[config.mk]
export PLATFORM = sky130hd
export DESIGN_NAME = odt_sched
export DESIGN_NICKNAME = d
export VERILOG_FILES = /design/src/rtl/odt_sched.sv
export SDC_FILE = /design/constraint.sdc
export NUM_CORES = 1
export LEC_CHECK = 0
export ABC_AREA = 0
export BUFFER_PORTS_ARGS = -buffer_cell sky130_fd_sc_hd__buf_2
export CORE_ASPECT_RATIO = 1.4
export CORE_UTILIZATION = 38
export DETAILED_ROUTE_END_ITERATION = 10
export GPL_TIMING_DRIVEN = 0
export HOLD_SLACK_MARGIN = 0.12
export PLACE_DENSITY_LB_ADDON = 0.05
export SYNTH_ARGS = -nofsm -noshare
export SYNTH_HDL_FRONTEND = slang
export SYNTH_SLANG_ARGS = --single-unit
[constraint.sdc]
create_clock -name clk -period 3 [get_ports clk]
set_input_delay 0.6 -clock clk [delete_from_list [all_inputs] [get_ports clk]]
set_output_delay 0.6 -clock clk [all_outputs]
set_load 0.005 [all_outputs]
[src/rtl/odt_sched.sv]
module odt_sched #(
  parameter int AL_W  = 3,
  parameter int CNT_W = 5
) (
  input  logic            clk,
  input  logic            rst,
  input  logic            cmd_valid,
  input  logic            cmd_write,
  input  logic            cmd_dev,
  output logic            cmd_ready,
  input  logic [2:0]      cas_lat,
  input  logic [AL_W-1:0] add_lat,
  input  logic            burst8,
  input  logic            emr_we,
  input  logic            emr_sel,
  input  logic [1:0]      emr_rtt,
  output logic [1:0]      emr0_rtt,
  output logic [1:0]      emr1_rtt,
  output logic [1:0]      odt_pin,
  output logic [1:0]      ctrl_rtt
);

  localparam logic [1:0] RTT_OFF = 2'b00;
  localparam logic [1:0] RTT_75  = 2'b01;

  logic             busy, gap, wr_q, dev_q;
  logic [CNT_W-1:0] cnt, open_q, close_q;
  logic [CNT_W-1:0] lat_w, open_w, close_w;
  logic [1:0]       emr_q [2];
  logic             accept, window;

  assign lat_w   = CNT_W'(cas_lat) + CNT_W'(add_lat) - CNT_W'(cmd_write);
  assign open_w  = lat_w - CNT_W'(2);
  assign close_w = lat_w + (burst8 ? CNT_W'(5) : CNT_W'(3));

  assign cmd_ready = !busy && !(gap && (cmd_dev != dev_q));
  assign accept    = cmd_valid && cmd_ready;
  assign window    = busy && (cnt >= open_q);

  always_ff @(posedge clk) begin
    if (rst) begin
      busy    <= 1'b0;
      gap     <= 1'b0;
      cnt     <= '0;
      open_q  <= '0;
      close_q <= '0;
      wr_q    <= 1'b0;
      dev_q   <= 1'b0;
    end else if (accept) begin
      busy    <= 1'b1;
      gap     <= 1'b0;
      cnt     <= '0;
      open_q  <= open_w;
      close_q <= close_w;
      wr_q    <= cmd_write;
      dev_q   <= cmd_dev;
    end else if (busy) begin
      if (cnt == close_q) begin
        busy <= 1'b0;
        gap  <= 1'b1;
      end else begin
        cnt <= cnt + CNT_W'(1);
      end
    end else begin
      gap <= 1'b0;
    end
  end

  always_ff @(posedge clk) begin
    if (rst) begin
      emr_q[0] <= RTT_OFF;
      emr_q[1] <= RTT_OFF;
    end else if (emr_we) begin
      emr_q[emr_sel] <= emr_rtt;
    end
  end

  assign emr0_rtt = emr_q[0];
  assign emr1_rtt = emr_q[1];

  for (genvar i = 0; i < 2; i++) begin : g_pin
    assign odt_pin[i] = window && (dev_q != 1'(i)) && (emr_q[i] != RTT_OFF);
  end

  assign ctrl_rtt = (window && !wr_q) ? RTT_75 : RTT_OFF;

  assert_one_terminator_R3: assert property (@(posedge clk) disable iff (rst)
    !(odt_pin[0] && odt_pin[1]));

  assert_busy_in_window_R8: assert property (@(posedge clk) disable iff (rst)
    ((odt_pin != 2'b00) || (ctrl_rtt != RTT_OFF)) |-> !cmd_ready);

  assert_ready_drops_R8: assert property (@(posedge clk) disable iff (rst)
    accept |=> !cmd_ready);

  assert_ctrl_code_R5: assert property (@(posedge clk) disable iff (rst)
    (ctrl_rtt == RTT_OFF) || (ctrl_rtt == RTT_75));

  assert_turnaround_R9: assert property (@(posedge clk) disable iff (rst)
    (accept && gap) |-> (cmd_dev == dev_q));

  assert_load0_R2: assert property (@(posedge clk) disable iff (rst)
    (emr_we && !emr_sel) |=> (emr0_rtt == $past(emr_rtt)));

  assert_load1_R2: assert property (@(posedge clk) disable iff (rst)
    (emr_we && emr_sel) |=> (emr1_rtt == $past(emr_rtt)));

endmodule

; Yosys cells after proc, flatten, opt, wreduce, memory -nomap -nowiden
; Memories as Yosys holds them, arrays and structs flattened.
; Cells that the tools add are included.
[word_totals]
wordCells = 50
ram_bits = 4
in_bits = 16
out_inout_bits = 9
memories = 1
register_bits = 19
[mem_list]
columns = memory, depth, word_bits, read_ports, rd_clocked_by_memory_dff, wr, line
row1 = emr_q, 2, 2, 2, 0, 2, 29  ; logic [1:0] emr_q [2];
[op_classes]
addsub = 5
n_mux = 13
order_cmp = 1
bitwise_logic = 3
n_eq_ne = 2
reduce_logical = 18
[ops]
columns = cell, n
row1 = two-way mux 1 bit, 11
row2 = logical AND 1 bit, 9
row3 = adder 5 x 1 -> 5 bit (second input constant), 1
row4 = adder 5 x 3 -> 5 bit, 1
row5 = == test 5 bit, 1
row6 = >= comparator 5 bit, 1
row7 = subtractor 4 x 1 -> 5 bit, 1
row8 = subtractor 5 x 2 -> 5 bit (second input constant), 1
row9 = adder 3 x 3 -> 4 bit, 1
row10 = nonzero test 2 bit, 2
row11 = OR reduction 2 bit, 2
row12 = logical NOT 1 bit, 3
row13 = two-way mux 3 bit, 1
row14 = inverter 1 bit, 3
row15 = OR reduction 3 bit, 1
row16 = two-way mux 2 bit, 1
row17 = AND reduction 2 bit, 1
row18 = inequality test 1 bit, 1

; Longest topological paths before layout
; Gate-level depths: netlist of run 1.
[depth]
depth_word = 6
mapped_depth = 12
ltp_nobuf = 12

; Worst setup path before layout of run 1
; Ideal clock, no wire load.
[synth_path]
path_kind = input to register
startpoint = input port add_lat[0]
endpoint = register close_q[4]
t_arrival_ps = 2737
setup_slack_ps = 184
required_ps = 2921
setup_ps = 79
path_stages = 12
path_buffers = 0
path_cell_list = inv_1 ha_1 inv_1 ha_1 fa_1 inv_1 fa_1 inv_1 a21oi_1 nor3_1 xnor2_1 a211oi_2
[synth_via]
elab_chain_len = 3
[synth_rtl]
columns = item, line
row1 = from (decl), 12  ; input logic [AL_W-1:0] add_lat,
row2 = adder 3 x 3 -> 4 bit, 32  ; assign lat_w = CNT_W'(cas_lat) + CNT_W'(add_lat) - CNT_W'(cmd_write);
row3 = subtractor 4 x 1 -> 5 bit, 32
row4 = adder 5 x 3 -> 5 bit, 34  ; assign close_w = lat_w + (burst8 ? CNT_W'(5) : CNT_W'(3));
row5 = to (signal assigned), 54  ; close_q <= close_w;
row6 = to (decl), 27  ; logic [CNT_W-1:0] cnt, open_q, close_q;
; Every way passes these cells.
; A chain may end at the register's enable or synchronous reset.

; Worst setup path after layout of run 1
[layout_path]
startpoint = input port cmd_write
endpoint = register close_q[4]
[layout_via]
elab_chain_len = 2
[layout_rtl]
columns = item, line
row1 = from (decl), 8  ; input logic cmd_write,
row2 = subtractor 4 x 1 -> 5 bit, 32
row3 = adder 5 x 3 -> 5 bit, 34
; Every way passes these cells.

==> impl_metrics.py, run 1 <==
metrics = {
    "clock_network": {
        "cts.repair.resized": 0,
        "htreeDepth": 1,
        "cts_root_buf": "clkbuf_8",
        "clockBufferDepth": 2,
        "cts_buffers": 3,
        "cts_tree": "yes",
        "cts.clk_slew.worst_paths_ns": 0.08,
        "clkSinkCount": 23,
        "cts_hold_buf": 0,
        "clkLatencyLatePin_ns": 0.26,
        "post_cts_buffers": 0,
    },
    "power": {
        "power.share.switching_pct": 32.8,
        "p_clk_share_pct": 22.5,
        "seqPwrFrac_pct": 43.3,
        "power_density_nw_per_um2": 497,
        "p_sw_w": 0.000276,
        "power_leakage_nw": 0.792,
        "ir_worst_vdd_uv": 229,
        "p_comb_share_pct": 34.2,
        "p_int_w": 0.000565,
    },
    "detailed_routing": {
        "drt-initial-drc-count": 27,
        "vias": 1197,
        "post_drt_wl_per_cell_um": 12.4,
        "drtPass1Iterations": 4,
        "ant_nets": 0,
        "via_per_inst": 5.12,
        "wl_um": 2900,
        "drc": 0,
    },
    "timing": {
        "finClkSkew_ns": 0.00756,
        "hold_viol": 0,
        "rsz0062_at_grt": "false",
        "slew_headroom_pct": 64.4,
        "max_slew.worst_pin.slew_ns": 0.534,
        "max_freq_mhz": 356,
        "finalSetupViolCount": 0,
        "fin_tns_setup_ns": 0,
        "timing.final.crit_share_pct": 93.7,
        "min_period_ns": 2.81,
        "slew_viol_final": 0,
    },
    "logic_synthesis": {
        "yosysWarnings": 0,
        "synth_top_family_by_area": "simple AND/OR/NAND/NOR gates",
        "postSynthAreaPerCell_sq_um": 8.96,
        "yosysSeqAreaShare_pct": 33.9,
        "netlist-cell-type-count": 41,
        "synthFlopType": "dfxtp_1",
        "netlist_top_cells_area": "dfxtp_1 26%, ha_1 12%, edfxtp_1 8.1%",
        "ys_ff_latch": 23,
        "synth_compound_area_share_pct": 15.8,
        "muxShareOfSynthArea_pct": 0.677,
        "synthXorXnorAreaFrac_pct": 8.30,
        "synth_edf_count": 4,
        "async_flop_share_pct": 0,
        "synthesis.area_sq_um": 1480,
        "syn_inst": 165,
        "yosysTopAreaCell": "dfxtp_1",
        "synthSimpleGateAreaFrac_pct": 18.0,
        "synth_top_area_share_pct": 25.7,
        "yosysMostFrequentCell": "inv_1",
        "syn-num-nets": 197,
        "synthTopCellsByCount": "21 x inv_1, 19 x dfxtp_1, 18 x nor2_1",
        "yosys.area_share.adder_pct": 14.6,
    },
    "critical_path": {
        "rr_endpoint": "cnt[1]",
        "worstSetupPathType": "input port to register",
        "rr_worst_depth": 5,
        "cp-end-kind": "register",
        "crit_path_start_kind": "input port",
        "crit_required_ns": 3.18,
        "rrSetupSlack_ns": 1.48,
        "critical_path.max_fanout": 6,
        "cp.arrival_ns": 2.99,
        "path_cells": "buf_2 > ha_1 > inv_1 > ha_1 > fa_1 > inv_1 > fa_1 > inv_1 > a21oi_1 > nor3_1 > xnor2_1 > a211oi_2",
        "critPathMaxStageDelay_ns": 0.65,
        "worstReg2RegStart": "cnt[0]",
        "crit_slowest_cell": "fa_1",
        "crit_top_cell": "inv_1",
    },
    "layout": {
        "antenna_cells": 0,
        "final_core_util_pct": 46.0,
        "stdcell_count": 234,
        "final_layout_size_suffix_gt1_share_pct": 21.9,
        "area_growth_syn_to_layout_pct": 14.5,
        "final_nets": 225,
        "fillerInstances": 387,
    },
    "global_routing": {
        "grt_max_degree": 14,
        "grt_pass1_vias": 1158,
        "grt_pass1_wl_um": 5020,
        "antenna_found_initial": 0,
        "grt.total_usage_pct": 16.7,
        "grt-ovfl-total": 0,
    },
    "outcome": {
        "run_status": "finished clean",
    },
    "die": {
        "io_pins": 25,
        "dieArea_sq_um": 4150,
        "initial_core_util_pct": 40.2,
        "placementRows": 26,
        "fp.dieW_um": 54.7,
        "core_sq_um": 3680,
        "die_h_um": 75.8,
    },
    "min_path": {
        "min_from": "wr_q",
        "hold_depth": 2,
        "hold_end": "wr_q",
        "min_path_type": "register to register",
    },
    "place": {
        "dp_hpwl_um": 2330,
        "place.gp.congestion": 0.747,
        "io_buffers": 23,
        "place_inst": 230,
    },
    "run": {
        "maxCapViolations": 0,
    },
}
worst max-delay path by stage:
stage,startpoint,end,slack (ns),depth (start not counted)
after floorplan,add_lat[0],close_q[4],0.18,12
after global placement,cmd_write,close_q[4],-0.06,12
after detailed placement,cmd_write,close_q[4],-0.08,12
after CTS,cmd_write,close_q[4],0.18,12
after global routing,cmd_write,close_q[4],0.03,12
final,cmd_write,close_q[4],0.19,12
power groups by stage:
stage          sequential, W  clock (W)  combinational (W)
6_report            0.000364   0.000189           0.000288
2_1_floorplan       0.000368          0           0.000222
4_1_cts             0.000364   0.000196           0.000292
3_5_place_dp        0.000371          0           0.000289
3_3_place_gp        0.000371          0           0.000286
5_1_grt             0.000368   0.000209           0.000331
layout by cell type (no fill, tap or decap), drive strengths merged, types with 4 or more instances in the layout:
| master | count |
|---|---|
| a211oi | 6 |
| a21o | 4 |
| a21oi | 15 |
| and3 | 5 |
| buf | 27 |
| clkbuf | 6 |
| dfxtp | 19 |
| edfxtp | 4 |
| ha | 14 |
| inv | 21 |
| nand2 | 11 |
| nor2 | 18 |
| xnor2 | 7 |
| xor2 | 7 |
stage by stage:
step                worst slack, ns  hold WS [ns]  instance area [sq um]  total power [W]
global route                 0.0255         0.482                   1690         0.000908
CTS                           0.178         0.465                   1690         0.000851
finish                        0.190         0.460                   1690         0.000841
global placement            -0.0644         0.449                   1650         0.000657
floorplan                     0.184         0.437                   1480         0.000589
detailed placement          -0.0821         0.453                   1650         0.000661
sequential cells by signal, summed over array words and instances, names as in the netlist:
name,count
cnt,5
wr_q,1
open_q,5
busy,1
close_q,5
gap,1
emr_q,4
dev_q,1
cells by family (layout without fill, tap and decap cells):
logic type      count (synthesis)  count (layout)
compound gates                 31              31
xor+xnor                       14              14
fa+ha+maj                      16              16
buf+inv                        28              55
flops                          23              23
mux                             1               1
other cells                     1               1
simple gates                   51              51
metal layers:
layer | vias up | part of all wire (%) | global-route usage [%]
met4 | 0 | 0.93 | 5.98
met3 | 2 | 2.2 | 2.40
met5 | - | 0 | 0
met2 | 17 | 55 | 30.7
met1 | 566 | 42 | 18.7
li1 | 612 | - | -
worst max-delay path: cells and delay by family:
kind	cells	cell delay (ns)
and+or+nand+nor	1	0.18
xor gates and xnor gates	1	0.11
AOI/OAI and AO/OA	2	0.27
adders and majority gates	4	1.53
buffers and inverters	4	0.31
layout make-up:
type | count | area [sq um] | share of cell area, %
clock inverters | 1 | 5.00 | 0.296
clock buffers | 3 | 41.3 | 2.44
plain buffers | 7 | 46.3 | 2.74
flip-flops and latches | 23 | 500 | 29.6
repair buffers | 23 | 115 | 6.80
multi-input cells | 114 | 852 | 50.4
well taps | 42 | 52.6 | 3.11
inverters | 21 | 78.8 | 4.66
(Power assumes the default switching activity.)
==> inputs of run 2 (changes only) <==
--- a/config.mk
+++ b/config.mk
@@ -7,12 +7,11 @@
 export LEC_CHECK = 0
 export ABC_AREA = 0
 export BUFFER_PORTS_ARGS = -buffer_cell sky130_fd_sc_hd__buf_2
-export CORE_ASPECT_RATIO = 1.4
 export CORE_UTILIZATION = 38
 export DETAILED_ROUTE_END_ITERATION = 10
-export GPL_TIMING_DRIVEN = 0
 export HOLD_SLACK_MARGIN = 0.12
 export PLACE_DENSITY_LB_ADDON = 0.05
+export SETUP_SLACK_MARGIN = 0.2
 export SYNTH_ARGS = -nofsm -noshare
 export SYNTH_HDL_FRONTEND = slang
 export SYNTH_SLANG_ARGS = --single-unit
==> run 2 against run 1 <==
Net effect:
- routed wire length is 2.4% lower
- first-iteration DRC count is 93% higher
- total power is 0.53% higher
- worst setup slack better by 0.19 ns
- final cell count stayed put
- combinational power is 2% lower
- largest cell class unchanged
==> impl_metrics.py, run 2 (same netlist as run 1, synthesis figures left out) <==
metrics = {
    "detailed_routing": {
        "wl_um": 2830,
        "post_drt_wl_per_cell_um": 12.1,
        "drc": 0,
        "via_per_inst": 4.82,
        "drtPass1Iterations": 4,
        "ant_nets": 0,
        "drt-initial-drc-count": 52,
        "vias": 1129,
    },
    "critical_path": {
        "crit_slowest_cell": "fa_2",
        "crit_path_start_kind": "input port",
        "crit_required_ns": 3.19,
        "cp-end-kind": "register",
        "cp.arrival_ns": 2.80,
        "path_cells": "buf_2 > ha_1 > inv_1 > ha_2 > fa_2 > inv_1 > fa_2 > inv_1 > a21oi_1 > nor3_1 > xnor2_1 > a211oi_2",
        "crit_buf_inv": 4,
        "critical_path.max_fanout": 2,
        "crit_top_cell": "inv_1",
        "crit_path_start": "cmd_write",
        "worstReg2RegStart": "dev_q",
        "critPathMaxStageDelay_ns": 0.54,
        "cpLargestDelayFamily": "adder cells",
        "worstSetupPathType": "input port to register",
    },
    "timing": {
        "finClkSkew_ns": 0.0103,
        "slew_viol_final": 0,
        "finalSetupViolCount": 0,
        "max_slew.worst_pin.slew_ns": 0.634,
        "hold-worst-slack_ns": 0.477,
        "timing.final.crit_share_pct": 87.2,
        "slew_headroom_pct": 57.7,
        "hold_viol": 0,
        "fin_tns_setup_ns": 0,
        "min_period_ns": 2.62,
        "rsz0062_at_grt": "false",
        "max_freq_mhz": 382,
    },
    "place": {
        "place_inst": 230,
        "dp_hpwl_um": 2200,
        "place.gp.congestion": 0.782,
        "io_buffers": 23,
    },
    "die": {
        "fp.dieW_um": 64.4,
        "initial_core_util_pct": 40.1,
        "io_pins": 25,
        "core_sq_um": 3690,
        "placementRows": 22,
        "dieArea_sq_um": 4140,
        "die_h_um": 64.4,
    },
    "global_routing": {
        "met1_usage_pct": 18.5,
        "grt_pass1_wl_um": 4830,
        "grt_max_degree": 21,
        "grt_pass1_vias": 1140,
        "busiest_layer": "met2",
        "use_met2_pct": 26.2,
        "antenna_found_initial": 0,
        "use_met3_pct": 3.75,
        "grt.total_usage_pct": 14.9,
        "grt-ovfl-total": 0,
    },
    "min_path": {
        "min_path_type": "register to register",
        "min_from": "close_q[2]",
    },
    "clock_network": {
        "htreeDepth": 1,
        "cts_root_buf": "clkbuf_8",
        "cts_hold_buf": 0,
        "cts.clk_slew.worst_paths_ns": 0.09,
        "post_cts_buffers": 0,
        "cts.repair.resized": 0,
        "clockBufferDepth": 2,
        "cts_tree": "yes",
        "clkSinkCount": 23,
        "clkLatencyLatePin_ns": 0.27,
        "cts_buffers": 3,
    },
    "layout": {
        "antenna_cells": 0,
        "final_core_util_pct": 45.2,
        "final_nets": 219,
        "stdcell_count": 234,
        "layout_commonest_cell": "buf_2",
        "area_growth_syn_to_layout_pct": 12.9,
        "reg_top3": "close_q: 5 flops, cnt: 5 flops, open_q: 5 flops",
        "final_layout_size_suffix_gt1_share_pct": 22.6,
        "layout_common_cells": "23 x buf_2, 21 x inv_1, 19 x dfxtp_1",
    },
    "outcome": {
        "run_status": "finished clean",
    },
    "power": {
        "ir_worst_vdd_uv": 231,
        "power_density_nw_per_um2": 507,
        "power_leakage_nw": 0.768,
    },
    "run": {
        "maxCapViolations": 0,
    },
}
## run 2: layout make-up
class	instances	area, sq um
fill	392	2020
tap	48	60.1
clock inverter	1	5.00
clock buffer	3	41.3
timing repair buffer	24	123
sequential	23	500
inverter	21	78.8
multi-input combinational	114	860
## run 2: stage by stage
stage	total power (W)	setup WS [ns]	instance area [sq um]
detailed placement	0.000658	0.103	1620
global route	0.000908	0.236	1670
CTS	0.000852	0.374	1670
finish	0.000846	0.384	1670
floorplan	0.000592	0.220	1490
global placement	0.000651	0.136	1620
## run 2: metal layers
metal / vias up / share of wire (%)
met5: - / 0
met2: 18 / 47
met4: 0 / 0.28
met3: 2 / 3.1
met1: 517 / 49
li1: 592 / -
## run 2: tightest hold or removal path: stages (launching register included)
cell and delay [ns]:
dfxtp_1 0.33, nand2_1 0.06, a21oi_1 0.05
## run 2: worst paths after layout
| check | cells after the start | end | slack [ns] |
|---|---|---|---|
| worst max-delay path | 12 | close_q[4] | 0.38 |
| worst min-delay path | 2 | close_q[2] | 0.48 |
| worst max register to register | 5 | open_q[3] | 1.32 |
| worst min register to register | 2 | close_q[2] | 0.48 |
## run 2: power breakdown
| part | internal [W] | leakage [nW] | switching [W] |
|---|---|---|---|
| logic | 0.000123 | 0.546 | 0.000158 |
| clock network | 0.0000928 | 0.0255 | 0.000104 |
| registers | 0.000345 | 0.197 | 0.0000226 |
| total | 0.000561 | 0.768 | 0.000284 |
